===== src/rtl/jfifo_pair_pkg.sv =====
package jfifo_pair_pkg;
  typedef enum logic [1:0] {
    JOIN_SPLIT = 2'd0,
    JOIN_TX    = 2'd1,
    JOIN_RX    = 2'd2,
    JOIN_ALT   = 2'd3
  } join_e;

  localparam int ERR_TX_OVER  = 0;
  localparam int ERR_TX_UNDER = 1;
  localparam int ERR_RX_OVER  = 2;
  localparam int ERR_RX_UNDER = 3;
endpackage


===== src/rtl/jfifo_ptrs.sv =====
module jfifo_ptrs #(
  parameter int TOTAL_WORDS = 8,
  localparam int AW = $clog2(TOTAL_WORDS),
  localparam int LW = $clog2(TOTAL_WORDS + 1)
) (
  input  logic          clk,
  input  logic          rst_n,
  input  logic [LW-1:0] cap,
  input  logic          flush,
  input  logic          push_req,
  input  logic          pop_req,
  output logic [AW-1:0] wr_idx,
  output logic [AW-1:0] rd_idx,
  output logic [LW-1:0] count,
  output logic          full,
  output logic          empty,
  output logic          push_ok,
  output logic          pop_ok,
  output logic          push_err,
  output logic          pop_err
);
  logic [AW-1:0] wr_d, rd_d;
  logic [LW-1:0] cnt_d;
  logic          upd;

  assign full     = (cap == '0) || (count == cap);
  assign empty    = (cap == '0) || (count == '0);
  assign push_ok  = push_req && !full && !flush;
  assign pop_ok   = pop_req && !empty && !flush;
  assign push_err = push_req && full && !flush;
  assign pop_err  = pop_req && empty && !flush;

  function automatic logic [AW-1:0] step(input logic [AW-1:0] i, input logic [LW-1:0] c);
    return (LW'(i) == c - LW'(1)) ? '0 : i + AW'(1);
  endfunction

  always_comb begin
    wr_d  = wr_idx;
    rd_d  = rd_idx;
    cnt_d = count;
    if (flush) begin
      wr_d  = '0;
      rd_d  = '0;
      cnt_d = '0;
    end else begin
      if (push_ok) wr_d = step(wr_idx, cap);
      if (pop_ok)  rd_d = step(rd_idx, cap);
      if (push_ok && !pop_ok) cnt_d = count + LW'(1);
      if (pop_ok && !push_ok) cnt_d = count - LW'(1);
    end
  end

  assign upd = flush || push_ok || pop_ok;

  always_ff @(posedge clk or negedge rst_n) begin
    if (!rst_n) begin
      wr_idx <= '0;
      rd_idx <= '0;
      count  <= '0;
    end else if (upd) begin
      wr_idx <= wr_d;
      rd_idx <= rd_d;
      count  <= cnt_d;
    end
  end

  // level never exceeds the granted capacity
  a_r2_level_in_cap: assert property (@(posedge clk) disable iff (!rst_n)
    !flush |=> (count <= cap) || $changed(cap));
  // simultaneous accepted push and pop holds the level
  a_r9_level_hold: assert property (@(posedge clk) disable iff (!rst_n)
    (push_ok && pop_ok) |=> (count == $past(count)));
  // flush empties the queue
  a_r8_flush_empty: assert property (@(posedge clk) disable iff (!rst_n)
    flush |=> (count == '0));
  // refused push alone leaves the level alone
  a_r5_refused_hold: assert property (@(posedge clk) disable iff (!rst_n)
    (push_err && !pop_ok) |=> $stable(count));
endmodule


===== src/rtl/jfifo_store.sv =====
module jfifo_store #(
  parameter int WORD_W      = 32,
  parameter int TOTAL_WORDS = 8,
  localparam int AW = $clog2(TOTAL_WORDS)
) (
  input  logic              clk,
  input  logic              we_a,
  input  logic [AW-1:0]     wa_a,
  input  logic [WORD_W-1:0] wd_a,
  input  logic              we_b,
  input  logic [AW-1:0]     wa_b,
  input  logic [WORD_W-1:0] wd_b,
  input  logic [AW-1:0]     ra_a,
  input  logic [AW-1:0]     ra_b,
  output logic [WORD_W-1:0] rd_a,
  output logic [WORD_W-1:0] rd_b
);
  logic [WORD_W-1:0] mem [TOTAL_WORDS];

  always_ff @(posedge clk) begin
    if (we_a) mem[wa_a] <= wd_a;
    if (we_b) mem[wa_b] <= wd_b;
  end

  assign rd_a = mem[ra_a];
  assign rd_b = mem[ra_b];

  // the two queues own disjoint regions, so writes never collide
  a_r2_no_collide: assert property (@(posedge clk) !(we_a && we_b && (wa_a == wa_b)));
endmodule


===== src/rtl/jfifo_pair.sv =====
module jfifo_pair
  import jfifo_pair_pkg::*;
#(
  parameter int WORD_W      = 32,
  parameter int TOTAL_WORDS = 8,
  localparam int AW   = $clog2(TOTAL_WORDS),
  localparam int LW   = $clog2(TOTAL_WORDS + 1),
  localparam int HALF = TOTAL_WORDS / 2
) (
  input  logic              clk,
  input  logic              rst_n,
  input  logic [1:0]        join_mode,
  input  logic              tx_wr,
  input  logic [WORD_W-1:0] tx_wdata,
  input  logic              tx_pull,
  output logic [WORD_W-1:0] tx_rdata,
  input  logic              rx_push,
  input  logic [WORD_W-1:0] rx_wdata,
  input  logic              rx_rd,
  output logic [WORD_W-1:0] rx_rdata,
  input  logic [3:0]        err_clr,
  output logic              tx_full,
  output logic              tx_empty,
  output logic [LW-1:0]     tx_level,
  output logic              rx_full,
  output logic              rx_empty,
  output logic [LW-1:0]     rx_level,
  output logic [3:0]        err_flags
);
  logic [1:0]    join_q;
  logic          flush;
  logic [LW-1:0] tx_cap, rx_cap;
  logic [AW-1:0] rx_base;
  logic [AW-1:0] tx_wi, tx_ri, rx_wi, rx_ri;
  logic          tx_pok, tx_qok, tx_perr, tx_qerr;
  logic          rx_pok, rx_qok, rx_perr, rx_qerr;
  logic [3:0]    err_set, err_d;

  assign flush = (join_mode != join_q);

  always_comb begin
    tx_cap  = LW'(HALF);
    rx_cap  = LW'(HALF);
    rx_base = AW'(HALF);
    case (join_e'(join_q))
      JOIN_TX: begin tx_cap = LW'(TOTAL_WORDS); rx_cap = '0; end
      JOIN_RX: begin tx_cap = '0; rx_cap = LW'(TOTAL_WORDS); rx_base = '0; end
      default: ;
    endcase
  end

  always_ff @(posedge clk or negedge rst_n) begin
    if (!rst_n)     join_q <= JOIN_SPLIT;
    else if (flush) join_q <= join_mode;
  end

  jfifo_ptrs #(.TOTAL_WORDS(TOTAL_WORDS)) u_tx_ptrs (
    .clk(clk), .rst_n(rst_n), .cap(tx_cap), .flush(flush),
    .push_req(tx_wr), .pop_req(tx_pull),
    .wr_idx(tx_wi), .rd_idx(tx_ri), .count(tx_level),
    .full(tx_full), .empty(tx_empty),
    .push_ok(tx_pok), .pop_ok(tx_qok), .push_err(tx_perr), .pop_err(tx_qerr)
  );

  jfifo_ptrs #(.TOTAL_WORDS(TOTAL_WORDS)) u_rx_ptrs (
    .clk(clk), .rst_n(rst_n), .cap(rx_cap), .flush(flush),
    .push_req(rx_push), .pop_req(rx_rd),
    .wr_idx(rx_wi), .rd_idx(rx_ri), .count(rx_level),
    .full(rx_full), .empty(rx_empty),
    .push_ok(rx_pok), .pop_ok(rx_qok), .push_err(rx_perr), .pop_err(rx_qerr)
  );

  jfifo_store #(.WORD_W(WORD_W), .TOTAL_WORDS(TOTAL_WORDS)) u_store (
    .clk(clk),
    .we_a(tx_pok), .wa_a(tx_wi), .wd_a(tx_wdata),
    .we_b(rx_pok), .wa_b(rx_base + rx_wi), .wd_b(rx_wdata),
    .ra_a(tx_ri), .ra_b(rx_base + rx_ri),
    .rd_a(tx_rdata), .rd_b(rx_rdata)
  );

  always_comb begin
    err_set               = '0;
    err_set[ERR_TX_OVER]  = tx_perr;
    err_set[ERR_TX_UNDER] = tx_qerr;
    err_set[ERR_RX_OVER]  = rx_perr;
    err_set[ERR_RX_UNDER] = rx_qerr;
    err_d = (err_flags & ~err_clr) | err_set;
  end

  always_ff @(posedge clk or negedge rst_n) begin
    if (!rst_n) err_flags <= '0;
    else        err_flags <= err_d;
  end

  // receive direction is switched off while storage is joined to transmit
  a_r3_rx_off: assert property (@(posedge clk) disable iff (!rst_n)
    (join_q == JOIN_TX) |-> (rx_full && rx_empty && rx_level == '0));
  // transmit direction is switched off while storage is joined to receive
  a_r4_tx_off: assert property (@(posedge clk) disable iff (!rst_n)
    (join_q == JOIN_RX) |-> (tx_full && tx_empty && tx_level == '0));
  // write into a full transmit queue raises the overflow flag
  a_r5_tx_over_flag: assert property (@(posedge clk) disable iff (!rst_n)
    (tx_wr && tx_full && !flush) |=> err_flags[ERR_TX_OVER]);
  // read of an empty receive queue raises the underflow flag
  a_r6_rx_under_flag: assert property (@(posedge clk) disable iff (!rst_n)
    (rx_rd && rx_empty && !flush) |=> err_flags[ERR_RX_UNDER]);
  // flags hold until cleared
  a_r10_sticky: assert property (@(posedge clk) disable iff (!rst_n)
    (err_flags[ERR_TX_UNDER] && !err_clr[ERR_TX_UNDER]) |=> err_flags[ERR_TX_UNDER]);
endmodule


===== config.mk =====
export PLATFORM = sky130hd
export DESIGN_NAME = jfifo_pair
export DESIGN_NICKNAME = d
export VERILOG_FILES = /design/src/rtl/jfifo_pair_pkg.sv /design/src/rtl/jfifo_ptrs.sv /design/src/rtl/jfifo_store.sv /design/src/rtl/jfifo_pair.sv
export SDC_FILE = /design/constraint.sdc
export NUM_CORES = 1
export LEC_CHECK = 0
export BUFFER_PORTS_ARGS = -buffer_cell sky130_fd_sc_hd__buf_2
export CORE_UTILIZATION = 35
export DETAILED_ROUTE_END_ITERATION = 10
export HOLD_SLACK_MARGIN = 0.08
export PLACE_DENSITY_LB_ADDON = 0.1
export SLEW_MARGIN = 20
export SYNTH_ARGS = -nofsm -noshare
export SYNTH_HDL_FRONTEND = slang
export SYNTH_SLANG_ARGS = --single-unit
export TNS_END_PERCENT = 1

===== constraint.sdc =====
create_clock -name clk -period 8.3 [get_ports clk]
set_clock_uncertainty 0.1 [all_clocks]
set_input_delay 0.415 -clock clk [delete_from_list [all_inputs] [get_ports clk]]
set_output_delay 0.415 -clock clk [all_outputs]
set_load 0.03 [all_outputs]

Word-level counts from Yosys, hierarchy flattened. Memories as Yosys holds them, arrays and structs flattened. Cells that the tools add are included.

Output and inout port bits: 80. Memories: 1. Input bits: 76. Memory bits (writable): 256. Word-level logic and storage cells: 111. Register bits: 26.

Eq/ne operators: 9. Bitwise gates (word level): 3. Reductions and logical operators: 53. Mux-type cells: 25. Add/sub/neg operators: 12.

Memories: u_store.mem (depth 8, width 32, read ports 2, clocked after Yosys merged registers in 0, wr ports 2, line jfifo_store.sv:18) `logic [WORD_W-1:0] mem [TOTAL_WORDS];`.

Operators with widths (number): 3-bit two-way mux (13); 4-bit two-way mux (6); 1-bit logical AND (20); 3-bit by 4-bit equality test with 1-bit output (4); 4-bit logical NOT (4); 4-bit case mux with 2 select lines (2); 4-bit by 1-bit subtractor with 4-bit output (second input constant) (4); 3-bit by 1-bit adder with 3-bit output (second input constant) (4); 2-bit AND reduction (6); 1-bit logical NOT (9); 4-bit by 1-bit adder with 4-bit output (second input constant) (2); 4-bit equality test (2); 1-bit logical OR (8); 2-bit nonzero test (4); 3-bit adder (2); 3-bit nonzero test (2); 4-bit AND (1); 1-bit two-way mux (4); 4-bit inverter (1); 4-bit OR (1); 2-bit by 1-bit equality test with 1-bit output (second input constant) (1); 2-bit equality test (second input constant) (1); 2-bit inequality test (1).

Longest topological paths before layout.
Depth in word-level cells: 12. Gate-level depth with buffers: 12. Gate-level depth less buffers: 11.

Modules after synthesis. A second synthesis with hierarchy kept.

Cell total of the unflattened synthesis: 1006. Area, all modules: 17101.4 µm².

By module, submodules not included: jfifo_store (seq. area each 7687.4 µm², cells an instance 794, instances 1, area an instance 15074.5 µm²); jfifo_ptrs (seq. area each 250.2 µm², cells an instance 93, instances 2, area an instance 874.6 µm²); jfifo_pair (seq. area each 150.1 µm², cells an instance 26, instances 1, area an instance 277.8 µm²).

Worst setup path after synthesis. Ideal clock, no wire load.

Path type: reg-to-reg. Start point: reg join_q[0]. End point: mem u_store.mem[1][0], enable pin. Setup time: 0.470 ns. Period minus slack after synthesis: 4.566 ns. Arrival time: 3.997 ns. Slack: 3.734 ns. Path buffers: 1. Data required time: 7.730 ns. Cell stages (with the launch flop): 8. Cell sequence: dfrtp_1 -> inv_1 -> ha_1 -> buf_6 -> xnor2_1 -> a31oi_1 -> nand3_1 -> o31ai_1.

RTL lines: start, declared (line jfifo_pair.sv:30) `logic [1:0] join_q;`; start signal, assigned (line jfifo_pair.sv:54) `else if (flush) join_q <= join_mode;`; end, declared (line jfifo_store.sv:18).

==> impl_metrics.tcl <==
set metrics [dict create \
    grt_pass1_wl_um 67400 \
    power_density_nw_per_um2 182 \
    hold_path_end "err_flags[2]" \
    final_nets 1198 \
    clock_path_buffers 3 \
    relSlewSlack_pct 31.6 \
    r2r_setup_slack_ps 4240 \
    reg2reg_to "u_store.mem[2][15]" \
    track_usage_pct 19.6 \
    dieArea_um2 47500 \
    start_util_pct 35.7 \
    ys.flop_type "edfxtp_1" \
    p_int_w 0.00257 \
    p_leak_nw 6.31 \
    synth_edf_count 256 \
    postSynthAreaPerCell_um2 17.0 \
    gp_congestion 0.731 \
    min_from "rx_push" \
    num_rows 78 \
    drive_gt1_share_pct 60.5 \
    ys_seq_elements 282 \
    synth_seq_area_share_pct 51.1 \
    clk_latency_ps 540 \
    synth_top_area_share_pct 47.1 \
    fp.coreArea_um2 45700 \
    drt_drc_violations_left 0 \
    yosysMostFrequentCell "mux2_2" \
    antenna_found_initial 6 \
    synthDistinctLibCells 45 \
    switching_share_pct 24.9 \
    async_flop_share_pct 9.22 \
    crit_type "reg -> reg" \
    status "completed" \
    ant_nets 0 \
    cts_tree "done" \
    synth_nets 1048 \
    finalHoldViolCount 0 \
    grt_pass1_vias 10300 \
    post_cts_buffers 0 \
    switching_power_w 0.000852 \
    drt_iter0_markers 547 \
    overflow 0 \
    num_vias 9470 \
    pwr-share-comb_pct 11.9 \
    finalPower_w 0.00342 \
    cts.sinks 282 \
    pwr-share-clk_pct 41.4 \
    worstHoldPathCells 3 \
    timing.setup.tns_ps 0 \
    p_seq_share_pct 46.7 \
    cp.arrival_ps 4110 \
    drv_cap 0 \
    grt_max_degree 50 \
    routed_wl_um 45600 \
    finalCritPeriodShare_pct 48.9 \
    dieWidth_um 218 \
    start_kind "register" \
    max_clock_freq_mhz 247 \
    htree_levels 2 \
    setup_viol 0 \
    root_buffer "clkbuf_16" \
    hpwl_um 26700 \
    syn-cell-area_um2 16300 \
    ios 156 \
    peakVddDrop_uv 113 \
    vias_per_cell 5.45 \
    yosysWarnings 0 \
    period_needed_ps 4060 \
    clkTransAtPathRegs_ps 50 \
    numPortBuffers 155 \
    syn_inst 960 \
    drv_slew 0 \
    worst_pin_slew_ps 1030 \
    r2r-start "join_q[0]" \
    syn2layout_area_growth_pct 15.6 \
    wl_per_cell_um 26.2 \
    drt-pass1-iter-count 4 \
    yosys-top-cells-count "mux2_2 (316), edfxtp_1 (256), mux4_2 (128)" \
    crit_path_end_kind "register" \
    synthTopCellsByArea "edfxtp_1 (47%), mux2_2 (22%), mux4_2 (18%), dfrtp_1 (4.0%), ha_1 (0.77%)" \
    crit_required_ps 8350 \
    critPathMaxFanout 33 \
    die_height_um 218 \
    hold_class "in -> reg" \
    rsz0062_at_grt "no" \
    cts_buffers 36 \
    rr_worst_depth 7 \
    synth_top_area_cell "edfxtp_1" \
]
-- cells by family (layout without fill, tap and decap cells) --
group           count (synthesis)  in the layout  share of synthesized area, %
mux                           455            455                          40.2
flops                         282            282                          51.1
buf+inv                        82            255                          2.55
simple gates                   79             79                          2.74
compound gates                 34             34                          1.52
xor+xnor                       16             16                         0.859
fa+ha+maj                      12             12                          1.01
other cells                     0              5                             0
-- what timing repair did --
| action | CTS | global route |
|---|---|---|
| endpoints found under the hold margin | 32 | 0 |
| hold buffers | 9 | 0 |
| gates resized for setup | 0 | 0 |
-- how the worst max path moves through the flow --
stage / end / start / slack, ps
5_1_grt: u_store.mem[2][15] / join_q[0] / 4030
4_1_cts: u_store.mem[2][25] / join_q[0] / 4160
3_3_place_gp: u_store.mem[2][15] / join_q[0] / 4260
6_report: u_store.mem[2][15] / join_q[0] / 4240
2_1_floorplan: u_store.mem[1][0] / join_q[0] / 3730
3_5_place_dp: u_store.mem[2][15] / join_q[0] / 4170
-- final cells by class --
| class | count | area [µm²] |
|---|---|---|
| clock buffers | 50 | 975 |
| repair buffers | 183 | 1010 |
| well taps | 600 | 751 |
| multi-input cells | 596 | 7670 |
| inverters | 11 | 41.3 |
| fillers | 4241 | 26800 |
| diodes | 5 | 12.5 |
| clock inverters | 11 | 52.6 |
| flip-flops and latches | 282 | 8350 |
-- power by group through the flow --
| stage | logic, W | clock network (W) | registers [W] |
|---|---|---|---|
| 6_report | 0.000409 | 0.00142 | 0.00160 |
| 5_1_grt | 0.000439 | 0.00150 | 0.00160 |
| 4_1_cts | 0.000414 | 0.00146 | 0.00160 |
| 3_5_place_dp | 0.000407 | 0 | 0.00163 |
| 3_3_place_gp | 0.000406 | 0 | 0.00163 |
| 2_1_floorplan | 0.000272 | 0 | 0.00162 |
-- stage by stage --
step | area (µm²) | instances | setup slack (ps) | hold slack [ps] | utilization [%]
6_report | 18900 | 1738 | 4240 | 116 | 41.3
3_5_place_dp | 17700 | 1663 | 4170 | 380 | 38.8
4_1_cts | 18800 | 1733 | 4160 | 98.4 | 41.3
2_1_floorplan | 16300 | 960 | 3730 | 19.4 | -
5_1_grt | 18800 | 1734 | 4030 | 134 | 41.3
3_3_place_gp | 17700 | 1663 | 4260 | 377 | 38.8
-- layout by cell type (no fill, tap or decap), types with 3 or more instances in the layout --
cell and instances:
diode_2 5, a21o_1 4, buf_2 155, inv_1 11, dfrtp_2 3, mux2_1 5, mux2i_1 6, a21oi_1 4
xnor2_1 11, nand2_1 16, nor3_1 11, xor2_1 4, or2_2 3, ha_1 10, and3_1 6, nor3b_4 3
clkinv_1 8, o21ai_0 4, dlygate4sd3_1 9, mux4_2 128, edfxtp_1 256, buf_4 19, nand3_1 7, a31oi_1 5
clkbuf_1 13, clkbuf_16 37, dfrtp_1 21, mux2_2 316, nor2_1 14
-- critical path, cell delays in order, from the launching register on --
cell,delay [ps]
dfrtp_1,380
inv_1,60
ha_1,510
xnor2_1,160
a31o_2,310
nor3_4,280
and3b_2,900
or2_2,940
-- sequential cells by signal, indices dropped and copies added (netlist names) --
| signal | cells |
|---|---|
| u_tx_ptrs.rd_idx | 3 |
| u_tx_ptrs.wr_idx | 3 |
| u_rx_ptrs.rd_idx | 3 |
| err_flags | 4 |
| u_rx_ptrs.wr_idx | 3 |
| u_rx_ptrs.count | 4 |
| u_tx_ptrs.count | 4 |
| u_store.mem | 256 |
| join_q | 2 |
-- routing by layer --
metal | GRT usage (%) | wire length [µm]
met1 | 26.5 | 20200
met2 | 33.0 | 22300
met3 | 2.65 | 2130
met4 | 5.41 | 898
met5 | 0 | 0
No activity file was read; power rests on OpenSTA's default activity.
